### config.mk
export PLATFORM = sky130hd
export DESIGN_NAME = dual_base_period_timer
export DESIGN_NICKNAME = d
export VERILOG_FILES = /design/src/rtl/dbpt_pkg.sv /design/src/rtl/dbpt_microbase.sv /design/src/rtl/dbpt_channel.sv /design/src/rtl/dbpt_regs.sv /design/src/rtl/dual_base_period_timer.sv
export SDC_FILE = /design/constraint.sdc
export NUM_CORES = 1
export LEC_CHECK = 0
export ABC_AREA = 1
export BUFFER_PORTS_ARGS = -buffer_cell sky130_fd_sc_hd__buf_2
export CAP_MARGIN = 20
export CORE_MARGIN = 4
export CORE_UTILIZATION = 49
export DETAILED_ROUTE_END_ITERATION = 10
export PLACE_DENSITY_LB_ADDON = 0.3
export SYNTH_ARGS = -nofsm -noshare
export SYNTH_HDL_FRONTEND = slang
export SYNTH_SLANG_ARGS = --single-unit
export TNS_END_PERCENT = 5
### constraint.sdc
create_clock -name clk_i -period 2 [get_ports clk_i]
set_clock_uncertainty 0.1 [all_clocks]
set_input_delay 0.3 -clock clk_i [delete_from_list [all_inputs] [get_ports clk_i]]
set_output_delay 0.3 -clock clk_i [all_outputs]
set_load 0.03 [all_outputs]
### src/rtl/dbpt_pkg.sv
// Package for the dual-base periodic timer.
// Holds the register offsets and layout constants that the register file
// and the top share. Assumes exactly two micro bases.
package dbpt_pkg;
    localparam int NBASE        = 2;
    localparam int REG_CTRL     = 0;
    localparam int REG_CHEN     = 1;
    localparam int REG_SEL      = 2;
    localparam int REG_FORCE    = 3;
    localparam int REG_FLAG     = 4;
    localparam int REG_IRQEN    = 5;
    localparam int REG_MLOAD    = 6;
    localparam int FORCE_MT_LSB = 8;
    localparam int CLOAD_BASE   = REG_MLOAD + NBASE;

    // Number of register slots used for a given channel count
    function automatic int regmap_size(input int nch);
        return CLOAD_BASE + 2 * nch;
    endfunction
endpackage

### src/rtl/dbpt_microbase.sv
// Micro base prescaler: an 8-bit modulus down-counter.
// While active it counts once per clock and ticks for one cycle on zero, then
// reloads, so the tick period is load+1. It restarts from load when it
// becomes active or when forced. Assumes load_val is stable while it runs.
module dbpt_microbase #(
    parameter int MW = 8
) (
    input  logic          clk,
    input  logic          rst_n,
    input  logic          active,
    input  logic          force_ld,
    input  logic [MW-1:0] load_val,
    output logic          tick
);
    logic [MW-1:0] cnt_q;
    logic          run_q;

    // Tick when running in phase, not being reloaded, and at zero
    assign tick = active & run_q & ~force_ld & (cnt_q == '0);

    // Counter state: restart on activation or force, wrap on zero
    always_ff @(posedge clk) begin
        if (!rst_n) begin
            cnt_q <= '0;
            run_q <= 1'b0;
        end else begin
            run_q <= active;
            if (!active || !run_q || force_ld) begin
                cnt_q <= load_val;
            end else if (cnt_q == '0) begin
                cnt_q <= load_val;
            end else begin
                cnt_q <= cnt_q - 1'b1;
            end
        end
    end
endmodule

### src/rtl/dbpt_channel.sv
// Channel counter: a 16-bit modulus down-counter stepped by base ticks.
// On a tick at zero it reloads and flags a time-out for that cycle. It
// reloads on enable and on force at any time, and holds while disabled.
module dbpt_channel #(
    parameter int CW = 16
) (
    input  logic          clk,
    input  logic          rst_n,
    input  logic          en,
    input  logic          tick,
    input  logic          force_ld,
    input  logic [CW-1:0] load_val,
    output logic [CW-1:0] count,
    output logic          timeout
);
    logic [CW-1:0] cnt_q;
    logic          en_q;

    assign count = cnt_q;

    // Time-out is a tick on zero in steady running, never during a reload
    assign timeout = en & en_q & ~force_ld & tick & (cnt_q == '0);

    // Counter state: load on enable or force, step on ticks
    always_ff @(posedge clk) begin
        if (!rst_n) begin
            cnt_q <= '0;
            en_q  <= 1'b0;
        end else begin
            en_q <= en;
            if (force_ld || (en && !en_q)) begin
                cnt_q <= load_val;
            end else if (en && tick) begin
                if (cnt_q == '0) begin
                    cnt_q <= load_val;
                end else begin
                    cnt_q <= cnt_q - 1'b1;
                end
            end
        end
    end
endmodule

### src/rtl/dbpt_regs.sv
// Register file of the dual-base periodic timer.
// Holds the enables, selects, load values, flags and irq enables. It decodes
// the force strobes straight from the write port. Reads are registered
// one cycle after the request, as a whole-word capture.
module dbpt_regs
    import dbpt_pkg::*;
#(
    parameter int NCH = 4,
    parameter int MW  = 8,
    parameter int CW  = 16,
    parameter int AW  = 4
) (
    input  logic                      clk,
    input  logic                      rst_n,
    input  logic                      wr_en,
    input  logic [AW-1:0]             wr_addr,
    input  logic [CW-1:0]             wr_data,
    input  logic                      rd_en,
    input  logic [AW-1:0]             rd_addr,
    output logic [CW-1:0]             rd_data,
    input  logic [NCH-1:0]            timeout,
    input  logic [NCH-1:0][CW-1:0]    cnts,
    output logic                      menable,
    output logic [NCH-1:0]            chen,
    output logic [NCH-1:0]            sel,
    output logic [NCH-1:0]            ch_force,
    output logic [NBASE-1:0]          mt_force,
    output logic [NBASE-1:0][MW-1:0]  mload,
    output logic [NCH-1:0][CW-1:0]    cload,
    output logic [NCH-1:0]            flags,
    output logic [NCH-1:0]            irqen
);
    localparam int CNT_BASE = CLOAD_BASE + NCH;

    logic           wr_ctrl, wr_flag, wr_force, mod_off;
    logic [NCH-1:0] flag_clr;
    logic [CW-1:0]  rd_mux;

    assign wr_ctrl  = wr_en && (wr_addr == AW'(REG_CTRL));
    assign wr_flag  = wr_en && (wr_addr == AW'(REG_FLAG));
    assign wr_force = wr_en && (wr_addr == AW'(REG_FORCE));
    assign flag_clr = wr_flag ? wr_data[NCH-1:0] : '0;
    assign ch_force = wr_force ? wr_data[NCH-1:0] : '0;
    assign mt_force = wr_force ? wr_data[FORCE_MT_LSB +: NBASE] : '0;
    assign mod_off  = !menable || (wr_ctrl && !wr_data[0]);

    // Control registers and load values written from the port
    always_ff @(posedge clk) begin
        if (!rst_n) begin
            menable <= 1'b0;
            chen    <= '0;
            sel     <= '0;
            irqen   <= '0;
            mload   <= '0;
            cload   <= '0;
        end else if (wr_en) begin
            if (wr_ctrl) menable <= wr_data[0];
            if (wr_addr == AW'(REG_CHEN))  chen  <= wr_data[NCH-1:0];
            if (wr_addr == AW'(REG_SEL))   sel   <= wr_data[NCH-1:0];
            if (wr_addr == AW'(REG_IRQEN)) irqen <= wr_data[NCH-1:0];
            for (int b = 0; b < NBASE; b++) begin
                if (wr_addr == AW'(REG_MLOAD + b)) mload[b] <= wr_data[MW-1:0];
            end
            for (int i = 0; i < NCH; i++) begin
                if (wr_addr == AW'(CLOAD_BASE + i)) cload[i] <= wr_data;
            end
        end
    end

    // Sticky flags: set by time-out over clear, wiped when the module is off
    always_ff @(posedge clk) begin
        if (!rst_n) begin
            flags <= '0;
        end else if (mod_off) begin
            flags <= '0;
        end else begin
            flags <= (flags & ~flag_clr) | timeout;
        end
    end

    // Read selection over the whole map
    always_comb begin
        rd_mux = '0;
        case (int'(rd_addr))
            REG_CTRL:  rd_mux = CW'(menable);
            REG_CHEN:  rd_mux = CW'(chen);
            REG_SEL:   rd_mux = CW'(sel);
            REG_FLAG:  rd_mux = CW'(flags);
            REG_IRQEN: rd_mux = CW'(irqen);
            default:   rd_mux = '0;
        endcase
        for (int b = 0; b < NBASE; b++) begin
            if (int'(rd_addr) == REG_MLOAD + b) rd_mux = CW'(mload[b]);
        end
        for (int i = 0; i < NCH; i++) begin
            if (int'(rd_addr) == CLOAD_BASE + i) rd_mux = cload[i];
            if (int'(rd_addr) == CNT_BASE + i)   rd_mux = cnts[i];
        end
    end

    // Registered read data, captured whole on the request edge
    always_ff @(posedge clk) begin
        if (!rst_n) begin
            rd_data <= '0;
        end else if (rd_en) begin
            rd_data <= rd_mux;
        end
    end
endmodule

### src/rtl/dual_base_period_timer.sv
// Top of the dual-base periodic timer.
// Two micro base prescalers feed NCH channel counters through per-channel
// select bits. A base runs only while at least one enabled channel selects
// it. Time-outs drive sticky flags, gated irq lines and one-cycle triggers.
module dual_base_period_timer
    import dbpt_pkg::*;
#(
    parameter  int NCH = 4,
    parameter  int MW  = 8,
    parameter  int CW  = 16,
    localparam int AW  = $clog2(regmap_size(NCH))
) (
    input  logic           clk_i,
    input  logic           rst_ni,
    input  logic           wr_en_i,
    input  logic [AW-1:0]  wr_addr_i,
    input  logic [CW-1:0]  wr_data_i,
    input  logic           rd_en_i,
    input  logic [AW-1:0]  rd_addr_i,
    output logic [CW-1:0]  rd_data_o,
    output logic [NCH-1:0] irq_o,
    output logic [NCH-1:0] trig_o
);
    logic                     menable;
    logic [NCH-1:0]           chen, sel, ch_force, flags, irqen;
    logic [NCH-1:0]           ch_en, ch_tick, timeout;
    logic [NBASE-1:0]         mt_force, base_active, mtick;
    logic [NBASE-1:0][MW-1:0] mload;
    logic [NCH-1:0][CW-1:0]   cload, cnts;
    logic [NCH-1:0]           trig_q;

    dbpt_regs #(.NCH(NCH), .MW(MW), .CW(CW), .AW(AW)) u_regs (
        .clk      (clk_i),
        .rst_n    (rst_ni),
        .wr_en    (wr_en_i),
        .wr_addr  (wr_addr_i),
        .wr_data  (wr_data_i),
        .rd_en    (rd_en_i),
        .rd_addr  (rd_addr_i),
        .rd_data  (rd_data_o),
        .timeout  (timeout),
        .cnts     (cnts),
        .menable  (menable),
        .chen     (chen),
        .sel      (sel),
        .ch_force (ch_force),
        .mt_force (mt_force),
        .mload    (mload),
        .cload    (cload),
        .flags    (flags),
        .irqen    (irqen)
    );

    assign ch_en = {NCH{menable}} & chen;
    assign irq_o = flags & irqen;
    assign trig_o = trig_q;

    // A base is active while any enabled channel selects it
    always_comb begin
        base_active = '0;
        for (int b = 0; b < NBASE; b++) begin
            for (int i = 0; i < NCH; i++) begin
                if (ch_en[i] && (int'(sel[i]) == b)) base_active[b] = 1'b1;
            end
        end
    end

    for (genvar b = 0; b < NBASE; b++) begin : g_base
        dbpt_microbase #(.MW(MW)) u_base (
            .clk      (clk_i),
            .rst_n    (rst_ni),
            .active   (base_active[b]),
            .force_ld (mt_force[b]),
            .load_val (mload[b]),
            .tick     (mtick[b])
        );
    end

    for (genvar i = 0; i < NCH; i++) begin : g_chan
        assign ch_tick[i] = mtick[sel[i]];
        dbpt_channel #(.CW(CW)) u_chan (
            .clk      (clk_i),
            .rst_n    (rst_ni),
            .en       (ch_en[i]),
            .tick     (ch_tick[i]),
            .force_ld (ch_force[i]),
            .load_val (cload[i]),
            .count    (cnts[i]),
            .timeout  (timeout[i])
        );
    end

    // Trigger pulse register: one cycle per time-out
    always_ff @(posedge clk_i) begin
        if (!rst_ni) trig_q <= '0;
        else         trig_q <= timeout;
    end
endmodule

==> results.cfg, run 1 <==
[status]
outcome = finished with violations
violations = negative setup slack

[placement]
place_congestion = 0.992
dp.final_hpwl_mm = 26.7
placed_area_um2 = 12100
port_buffers = 51

[drt]
postRouteAntennaNets = 0
first_pass_iters = 6
wire_per_inst_um = 18.3
viasPerCell = 5.64
dr_total_vias = 11600
drt-total-wl_mm = 37.4
drt-initial-drc-count = 1384
drc = 0

[global_route]
grt_max_degree = 88
grt_antenna_before_repair = 0
grt_pass1_wl_mm = 57.8
grt_use_total_pct = 29.9
grt_pass1_vias = 10800
grt-ovfl-total = 0

[clocking]
cts_root_buf = clkbuf_16
cts_tree = built
cts_made_buffers = 24
clock_latency_ps = 530
h-tree-depth = 1
cts_buffer_depth = 3
clock-sinks = 203
clk_pin_slew_worst_paths_ps = 60
holdBufCountCts = 0

[timing]
slew_headroom_pct = 49.9
tightest_slew_ps = 749
slew_violations = 0
finalSetupViolCount = 19
rsz0062_at_grt = true
fin_ws_ps = -21.4
finalHoldViolations = 0
holdWs_ps = 14.2
fmax_ghz = 0.495
period_share_pct = 101
fin_crit_ps = 2020

[die]
die_area_um2 = 24100
io_pins = 52
die_y_um = 155
core_um2 = 21200
dieWidth_um = 155
rows = 53
initial_core_util_pct = 50.2

[yosys]
synth.distinct_cells = 42
synth-seq-area-share_pct = 38.3
synth_common_cells = nand2_1 (308), nor2_1 (207), dfxtp_1 (203)
syn_inst = 1593
synthArstFlopShare_pct = 0
yosysTopAreaCell = dfxtp_1
synth.area.top_cells = dfxtp_1 (38%), nand2_1 (11%), o21ai_0 (9.0%)
yosysWarnings = 0
synth-edff-count = 0
ys_ff_latch = 203
yosysMostFrequentCell = nand2_1
syn-num-nets = 1633
synth_top_cell_area_share_pct = 38.3
synth_area_um2 = 10600
avgSynthCellArea_um2 = 6.67
synth_ff_type = dfxtp_1

[finish]
postLayoutCellArea_um2 = 13300
nNetsFinal = 1796
syn_to_final_growth_pct = 25.4
diodes = 0
drive_above_1_share_pct = 18.2
nFillCells = 1925

[flow_run]
maxCapViolCount = 0

[worst_setup_path]
crit_slowest_cell = dfxtp_4
critical_path.max_stage_delay_ps = 410
r2r-end = g_chan[1].u_chan.count[3]
r2r-start = u_regs.menable
path_buf_inv = 2
crit_chain = nand2_4 > inv_2 > nand2_2 > nand2_2 > nor2_2 > nor2_2 > o21ai_2 > nor2_4 > nand3_2 > nand3_4 > buf_4 > nand2_1 > a21oi_1
r2r_slack_ps = -20
worst-path-stages = 13
reg2reg_depth = 13
crit_path_start_kind = flip-flop
cp-endpoint = g_chan[1].u_chan.count[3]
crit_path_end_kind = flip-flop
startpoint = u_regs.menable
critPathArrivalTime_ps = 2380
path_delay_family = simple AND/OR/NAND/NOR gates
worst-setup-path-type = reg -> reg
worstPathRequired_ps = 2360
path_max_fanout = 7

[min_path]
hold_class = in -> reg

[pwr]
power.leakage_nw = 6.02
power_w = 0.00967
vdd_drop_max_mv = 0.596
powerDensity_nw_per_um2 = 726
==> what timing repair did <==
| action | 4_1_cts | 5_1_grt |
|---|---|---|
| setup buffers | 0 | 4 |
| pin swaps | 2 | 8 |
| gates cloned | 0 | 3 |
| endpoints found under the setup margin | 64 | 67 |
| gates resized for setup | 10 | 67 |
==> cells by family (layout without fill, tap and decap cells) <==
family          after synthesis  after routing  share of synthesized area (%)
compound gates              432            432                           21.2
xor+xnor                     50             50                           4.12
fa+ha+maj                    12             12                           1.41
buf+inv                     243            423                           9.02
flops                       203            203                           38.3
mux                           4              4                          0.377
simple gates                649            649                           25.7
==> cell usage in the layout (no fill, tap or decap), drive strengths merged, types with 17 or more instances in the layout <==
| master | instances |
|---|---|
| nor2 | 214 |
| nand3 | 71 |
| a21oi | 187 |
| buf | 198 |
| o21ai | 212 |
| xor2 | 38 |
| dfxtp | 203 |
| inv | 177 |
| clkbuf | 36 |
| nand2 | 311 |
| nand4 | 17 |
==> where the power goes <==
group          leakage [nW]  switching (W)  internal, W  total [W]
clock                 0.382        0.00179      0.00253    0.00432
sequential             1.64      0.0000604      0.00411    0.00417
combinational          3.99       0.000755     0.000426    0.00118
total                  6.02        0.00261      0.00706    0.00967
==> stage by stage <==
| stage | util, % | TNS [ps] | std cells | setup WS, ps |
|---|---|---|---|---|
| CTS | 61.2 | -6.62 | 2041 | -3.45 |
| global route | 63.0 | -4160 | 2048 | -117 |
| global placement | 57.4 | -3770 | 1998 | -204 |
| finish | 63.0 | -179 | 2048 | -21.4 |
| floorplan | - | 0 | 1593 | 210 |
| detailed placement | 57.4 | -5880 | 1998 | -265 |
==> registers in the layout, indices dropped and copies added (netlist names) <==
register,flops
u_regs.mload,16
u_regs.cload,64
u_regs.flags,4
u_regs.irqen,4
u_regs.sel,4
u_regs.chen,4
g_chan.u_chan.count,64
u_regs.rd_data,16
g_base.u_base.cnt_q,16
trig_o,4
g_base.u_base.run_q,2
u_regs.menable,1
g_chan.u_chan.en_q,4
==> tightest hold or removal path, stage by stage <==
cell	delay, ps
buf_2	150
nor2_1	60
nor2_1	90
==> worst min-delay path by stage <==
stage	from	to	slack, ps	depth (start not counted)
after floorplan	u_regs.mload[0]	g_base[0].u_base.cnt_q[0]	330	2
after global placement	u_regs.rd_data[9]	u_regs.rd_data[9]	350	2
after detailed placement	u_regs.rd_data[14]	u_regs.rd_data[14]	350	2
after CTS	wr_data_i[10]	u_regs.cload[58]	5	3
after global routing	wr_data_i[10]	u_regs.cload[10]	40	3
final	wr_data_i[10]	u_regs.cload[58]	10	3
==> area by class of cell <==
cell class / instances / area [um2] / area share, %
sequential: 203 / 4080 / 30.6
inverter: 179 / 674 / 5.06
clock buffer: 33 / 686 / 5.15
tap: 275 / 344 / 2.58
timing repair buffer: 201 / 1570 / 11.8
clock inverter: 10 / 85.1 / 0.639
multi-input combinational: 1147 / 5890 / 44.2
==> per-layer routing <==
metal / wire length (um) / GRT usage, % / vias up
met5: 0 / 0 / -
li1: - / - / 5572
met1: 16400 / 43.1 / 5324
met3: 3520 / 5.65 / 108
met4: 1570 / 12.1 / 0
met2: 16000 / 43.9 / 551
Note: power is estimated with default switching activity, not from simulation.
==> inputs of run 2 (changes only) <==
--- a/config.mk
+++ b/config.mk
@@ -11,6 +11,8 @@
 export CORE_MARGIN = 4
 export CORE_UTILIZATION = 49
 export DETAILED_ROUTE_END_ITERATION = 10
+export GPL_TIMING_DRIVEN = 0
+export HOLD_SLACK_MARGIN = 0.12
 export PLACE_DENSITY_LB_ADDON = 0.3
 export SYNTH_ARGS = -nofsm -noshare
 export SYNTH_HDL_FRONTEND = slang
==> results.cfg, run 2 (synthesis gave the netlist of run 1 again) <==
[worst_setup_path]
critical_path.max_stage_delay_ps = 420
crit_path_start_kind = flip-flop
critPathArrivalTime_ps = 2440
path_max_fanout = 7
worst-setup-path-type = reg -> reg
worstPathRequired_ps = 2340
crit_chain = nand2_4 > inv_2 > nand2_2 > nand2_2 > nor2_4 > nor2_2 > o21ai_2 > nor2_4 > nand3_4 > nand3_4 > buf_8 > nand3_1 > a21oi_1
crit_slowest_cell = dfxtp_4
crit_path_end_kind = flip-flop

[timing]
slew_headroom_pct = 44.4
slew_violations = 0
fin_ws_ps = -95.9
rsz0062_at_grt = true
finalHoldViolations = 0
holdWs_ps = 159
finalSetupViolCount = 37
period_share_pct = 105
fmax_ghz = 0.477
tightest_slew_ps = 833
fin_crit_ps = 2100

[global_route]
met1_usage_pct = 41.7
grt-ovfl-total = 0
busiest_layer = met2
grt_antenna_before_repair = 0
grt_pass1_wl_mm = 56.8
met3_usage_pct = 4.84
grt_pass1_vias = 10200
grt_max_degree = 17
grt_use_total_pct = 29.4
grt_use_met2_pct = 45.7

[pwr]
clock_power_share_pct = 46.5
internal_power_w = 0.00734
power_frac_comb_pct = 11.5
power_frac_seq_pct = 42.0
vdd_drop_max_mv = 0.518
swShare_pct = 26.1
switching_power_w = 0.00259
powerDensity_nw_per_um2 = 775
power.leakage_nw = 5.60

[clocking]
clk_pin_slew_worst_paths_ps = 70
h-tree-depth = 1
cts_root_buf = clkbuf_16
clock-sinks = 203
cts_made_buffers = 23
cts_tree = built
cts_buffer_depth = 3
clock_latency_ps = 510

[drt]
dr_total_vias = 11500
drc = 0
viasPerCell = 5.79
wire_per_inst_um = 19.0
drt-total-wl_mm = 37.6
first_pass_iters = 8
drt-initial-drc-count = 1424
postRouteAntennaNets = 0

[die]
initial_core_util_pct = 50.2
rows = 53
io_pins = 52
die_area_um2 = 24100
core_um2 = 21200
die_y_um = 155
dieWidth_um = 155

[placement]
port_buffers = 50
dp.final_hpwl_mm = 26.9
dp_slack_ps = -522
place_congestion = 0.986
placed_area_um2 = 11200

[finish]
layout.cells.most_common = nand2_1
drive_above_1_share_pct = 13.6
diodes = 0
postLayoutCellArea_um2 = 12800
nNetsFinal = 1737
syn_to_final_growth_pct = 20.6
final_cell_mix = nand2_1 (291), nor2_1 (195), dfxtp_1 (193), o21ai_0 (187), a21oi_1 (179)

[status]
violations = negative setup slack
outcome = finished with violations

[min_path]
hold_class = in -> reg

[flow_run]
maxCapViolCount = 0
==> run 2: worst max-delay path, delay by kind of cell, from the launching register on <==
family	cells	cell delay, ps
AND/OR/NAND/NOR	9	1040
flip-flops	1	420
AO/OA/AOI/OAI	2	230
buffers and inverters	2	220
==> run 2: layer usage <==
layer | wire length (um) | part of all wire [%] | vias up
met5 | 0 | 0 | -
met4 | 1470 | 3.9 | 0
met3 | 4020 | 11 | 100
met2 | 16400 | 44 | 632
met1 | 15700 | 42 | 5316
li1 | - | - | 5452
==> run 2: worst paths after layout <==
kind	cells past startpoint	slack [ps]	startpoint	to
max reg2reg	13	-100	u_regs.menable	g_chan[0].u_chan.count[13]
max	13	-100	u_regs.menable	g_chan[0].u_chan.count[13]
min	3	160	wr_data_i[9]	u_regs.cload[57]
min reg2reg	2	360	u_regs.rd_data[6]	u_regs.rd_data[6]
==> run 2: power by group through the flow <==
stage | registers, W | logic [W] | clock network, W
global placement | 0.00425 | 0.000986 | 0
finish | 0.00417 | 0.00114 | 0.00462
detailed placement | 0.00426 | 0.000997 | 0
floorplan | 0.00425 | 0.000670 | 0
global route | 0.00417 | 0.00125 | 0.00479
CTS | 0.00417 | 0.00105 | 0.00463
==> run 2: repair_timing <==
action                     in CTS  in global routing
hold buffers                   13                  0
hold endpoints to repair       50                  0
resized for setup              30                108
setup endpoints to repair      64                 79
pin swaps                       7                 22
gates cloned                    0                  6
setup buffers                   5                  6
==> run 2: area by class of cell <==
| type | count | area (um2) |
|---|---|---|
| fill | 1952 | 8340 |
| multi-input combinational | 1148 | 6000 |
| sequential | 203 | 4080 |
| inverter | 179 | 679 |
| clock buffer | 31 | 676 |
| timing repair buffer | 79 | 543 |
| tap | 275 | 344 |
| buffer | 63 | 342 |
| clock inverter | 8 | 145 |
==> run 2: through the flow <==
step | TNS (ps) | util (%) | std cells | power [W]
floorplan | 0 | - | 1593 | 0.00492
global placement | -16920 | 53.0 | 1918 | 0.00524
detailed placement | -18300 | 53.0 | 1918 | 0.00525
CTS | -123 | 58.3 | 1974 | 0.00986
global route | -8270 | 60.6 | 1986 | 0.0102
finish | -1310 | 60.6 | 1986 | 0.00993
==> inputs of run 3 (changes only) <==
--- a/config.mk
+++ b/config.mk
@@ -13,6 +13,7 @@
 export DETAILED_ROUTE_END_ITERATION = 10
 export GPL_TIMING_DRIVEN = 0
 export HOLD_SLACK_MARGIN = 0.12
+export MAX_ROUTING_LAYER = met4
 export PLACE_DENSITY_LB_ADDON = 0.3
 export SYNTH_ARGS = -nofsm -noshare
 export SYNTH_HDL_FRONTEND = slang
==> results.cfg, run 3 (synthesis gave the netlist of run 1 again) <==
[status]
outcome = finished with violations
violations = negative setup slack

[global_route]
grt_use_total_pct = 30.4
grt-ovfl-total = 0
grt_antenna_before_repair = 1
grt_pass1_wl_mm = 56.6
grt_max_degree = 14
grt_pass1_vias = 10300

[timing]
fmax_ghz = 0.477
period_share_pct = 105
tightest_slew_ps = 837
finalSetupViolCount = 38
slew_violations = 0
rsz0062_at_grt = true
fin_crit_ps = 2100
finalHoldViolations = 0
slew_headroom_pct = 44.2
fin_ws_ps = -98.4

[worst_setup_path]
critPathArrivalTime_ps = 2430
path_max_fanout = 7
worstPathRequired_ps = 2330
crit_path_end_kind = flip-flop
r2r-end = g_chan[1].u_chan.count[5]
r2r_slack_ps = -100
reg2reg_depth = 13
r2r-start = u_regs.menable
worst-setup-path-type = reg -> reg
crit_path_start_kind = flip-flop

[finish]
post-route-util_pct = 60.5
multi_input_comb_area_um2 = 6040
nFillCells = 1948
drive_above_1_share_pct = 14.1
final_cell_mix = nand2_1 (291), dfxtp_1 (194), nor2_1 (188), a21oi_1 (176), o21ai_0 (171)
syn_to_final_growth_pct = 20.4
final_cells = 1994
layout.cells.most_common = nand2_1
postLayoutCellArea_um2 = 12800
nNetsFinal = 1745
register_area_um2 = 4090

[drt]
drc = 0
drt-initial-drc-count = 1308
met3_length_mm = 4.23
first_pass_iters = 6
wire_per_inst_um = 19.0
topRoutingLayerUsed = met4
postRouteAntennaNets = 0
drt-met1-wl_mm = 15.7
viasPerCell = 5.77
met2_length_mm = 16.4
drt-total-wl_mm = 37.9
dr_total_vias = 11500

[die]
die_y_um = 155
io_pins = 52
die_area_um2 = 24100
core_um2 = 21200
rows = 53
initial_core_util_pct = 50.2
dieWidth_um = 155

[placement]
placed_area_um2 = 11200
dp_slack_ps = -541
place_inst = 1918
port_buffers = 50
place_congestion = 1.00
dp.final_hpwl_mm = 27.1

[clocking]
clock_latency_ps = 510
cts_tree = built
h-tree-depth = 1
cts_buffer_depth = 3
cts_made_buffers = 23
clk_pin_slew_worst_paths_ps = 60
cts_root_buf = clkbuf_16
clock-sinks = 203

[flow_run]
maxCapViolCount = 0

[min_path]
hold_end = trig_o[3]
hold_class = in -> reg
min_path_cells = 6
hp-start = wr_data_i[3]

[pwr]
vdd_drop_max_mv = 0.571
powerDensity_nw_per_um2 = 725
power.leakage_nw = 5.59
[run 3: cell count changes in the layout (fill, tap and decap cells not counted), sizes merged]
| cell | previous run | this run |
|---|---|---|
| buf | 82 | 93 |
| clkinvlp | 2 | 1 |
| clkinv | 4 | 9 |
| clkbuf | 78 | 73 |
| diode | 0 | 1 |
| bufinv | 4 | 1 |
[run 3: repair_timing]
item,in CTS,in global routing
setup buffers,4,16
hold buffers,13,0
gates resized for setup,33,128
pin swaps,5,35
endpoints found under the hold margin,44,0
endpoints found under the setup margin,68,80
gates cloned,0,4
[run 3: worst max path at each step]
| stage | slack (ps) | startpoint | depth (start not counted) | to |
|---|---|---|---|---|
| after detailed placement | -540 | rd_addr_i[3] | 12 | u_regs.rd_data[15] |
| after floorplan | 210 | g_chan[0].u_chan.count[5] | 11 | g_chan[0].u_chan.count[2] |
| after global routing | -200 | g_chan[0].u_chan.count[0] | 10 | g_chan[0].u_chan.count[14] |
| after CTS | -20 | g_base[1].u_base.cnt_q[2] | 9 | g_chan[0].u_chan.count[9] |
| final | -100 | u_regs.menable | 13 | g_chan[1].u_chan.count[5] |
| after global placement | -520 | rd_addr_i[3] | 12 | u_regs.rd_data[15] |
[run 3: layer usage]
metal,vias up,GRT usage [%]
met5,-,-
met4,0,11.7
li1,5471,-
met1,5299,41.5
met2,632,43.9
met3,109,6.87
[run 3: area by class of cell]
| cell class | count | share of cell area (%) |
|---|---|---|
| multi-input cells | 1148 | 47.3 |
| flip-flops and latches | 203 | 31.9 |
| inverters | 179 | 5.27 |
| clock buffers | 29 | 4.75 |
| repair buffers | 86 | 4.74 |
| plain buffers | 64 | 2.76 |
| well taps | 275 | 2.69 |
| clock inverters | 9 | 0.567 |
| diodes | 1 | 0.0196 |
[run 3: metrics by stage]
stage | power (W) | TNS, ps | hold slack (ps)
global route | 0.00957 | -7670 | 204
CTS | 0.00921 | -31.5 | 156
detailed placement | 0.00525 | -19260 | 353
global placement | 0.00525 | -18450 | 353
finish | 0.00927 | -1520 | 181
floorplan | 0.00492 | 0 | 334
[run 3: critical path: stages, from the launching register on]
cell       delay (ps)
dfxtp_4           420
nand2_4            80
inv_4              60
nand2_2            50
nand2_2            70
nor2_2             50
nor2_2            110
o21ai_2            80
nor2_4            260
nand3_4           130
nand3_4           230
clkbuf_16         190
nand2_1            50
a21oi_1           120
[run 3: where the power goes]
| group | leakage [nW] | internal, W | switching [W] |
|---|---|---|---|
| Combinational | 3.60 | 0.000368 | 0.000778 |
| Clock | 0.338 | 0.00226 | 0.00169 |
| Sequential | 1.65 | 0.00411 | 0.0000645 |
| Total | 5.59 | 0.00674 | 0.00253 |
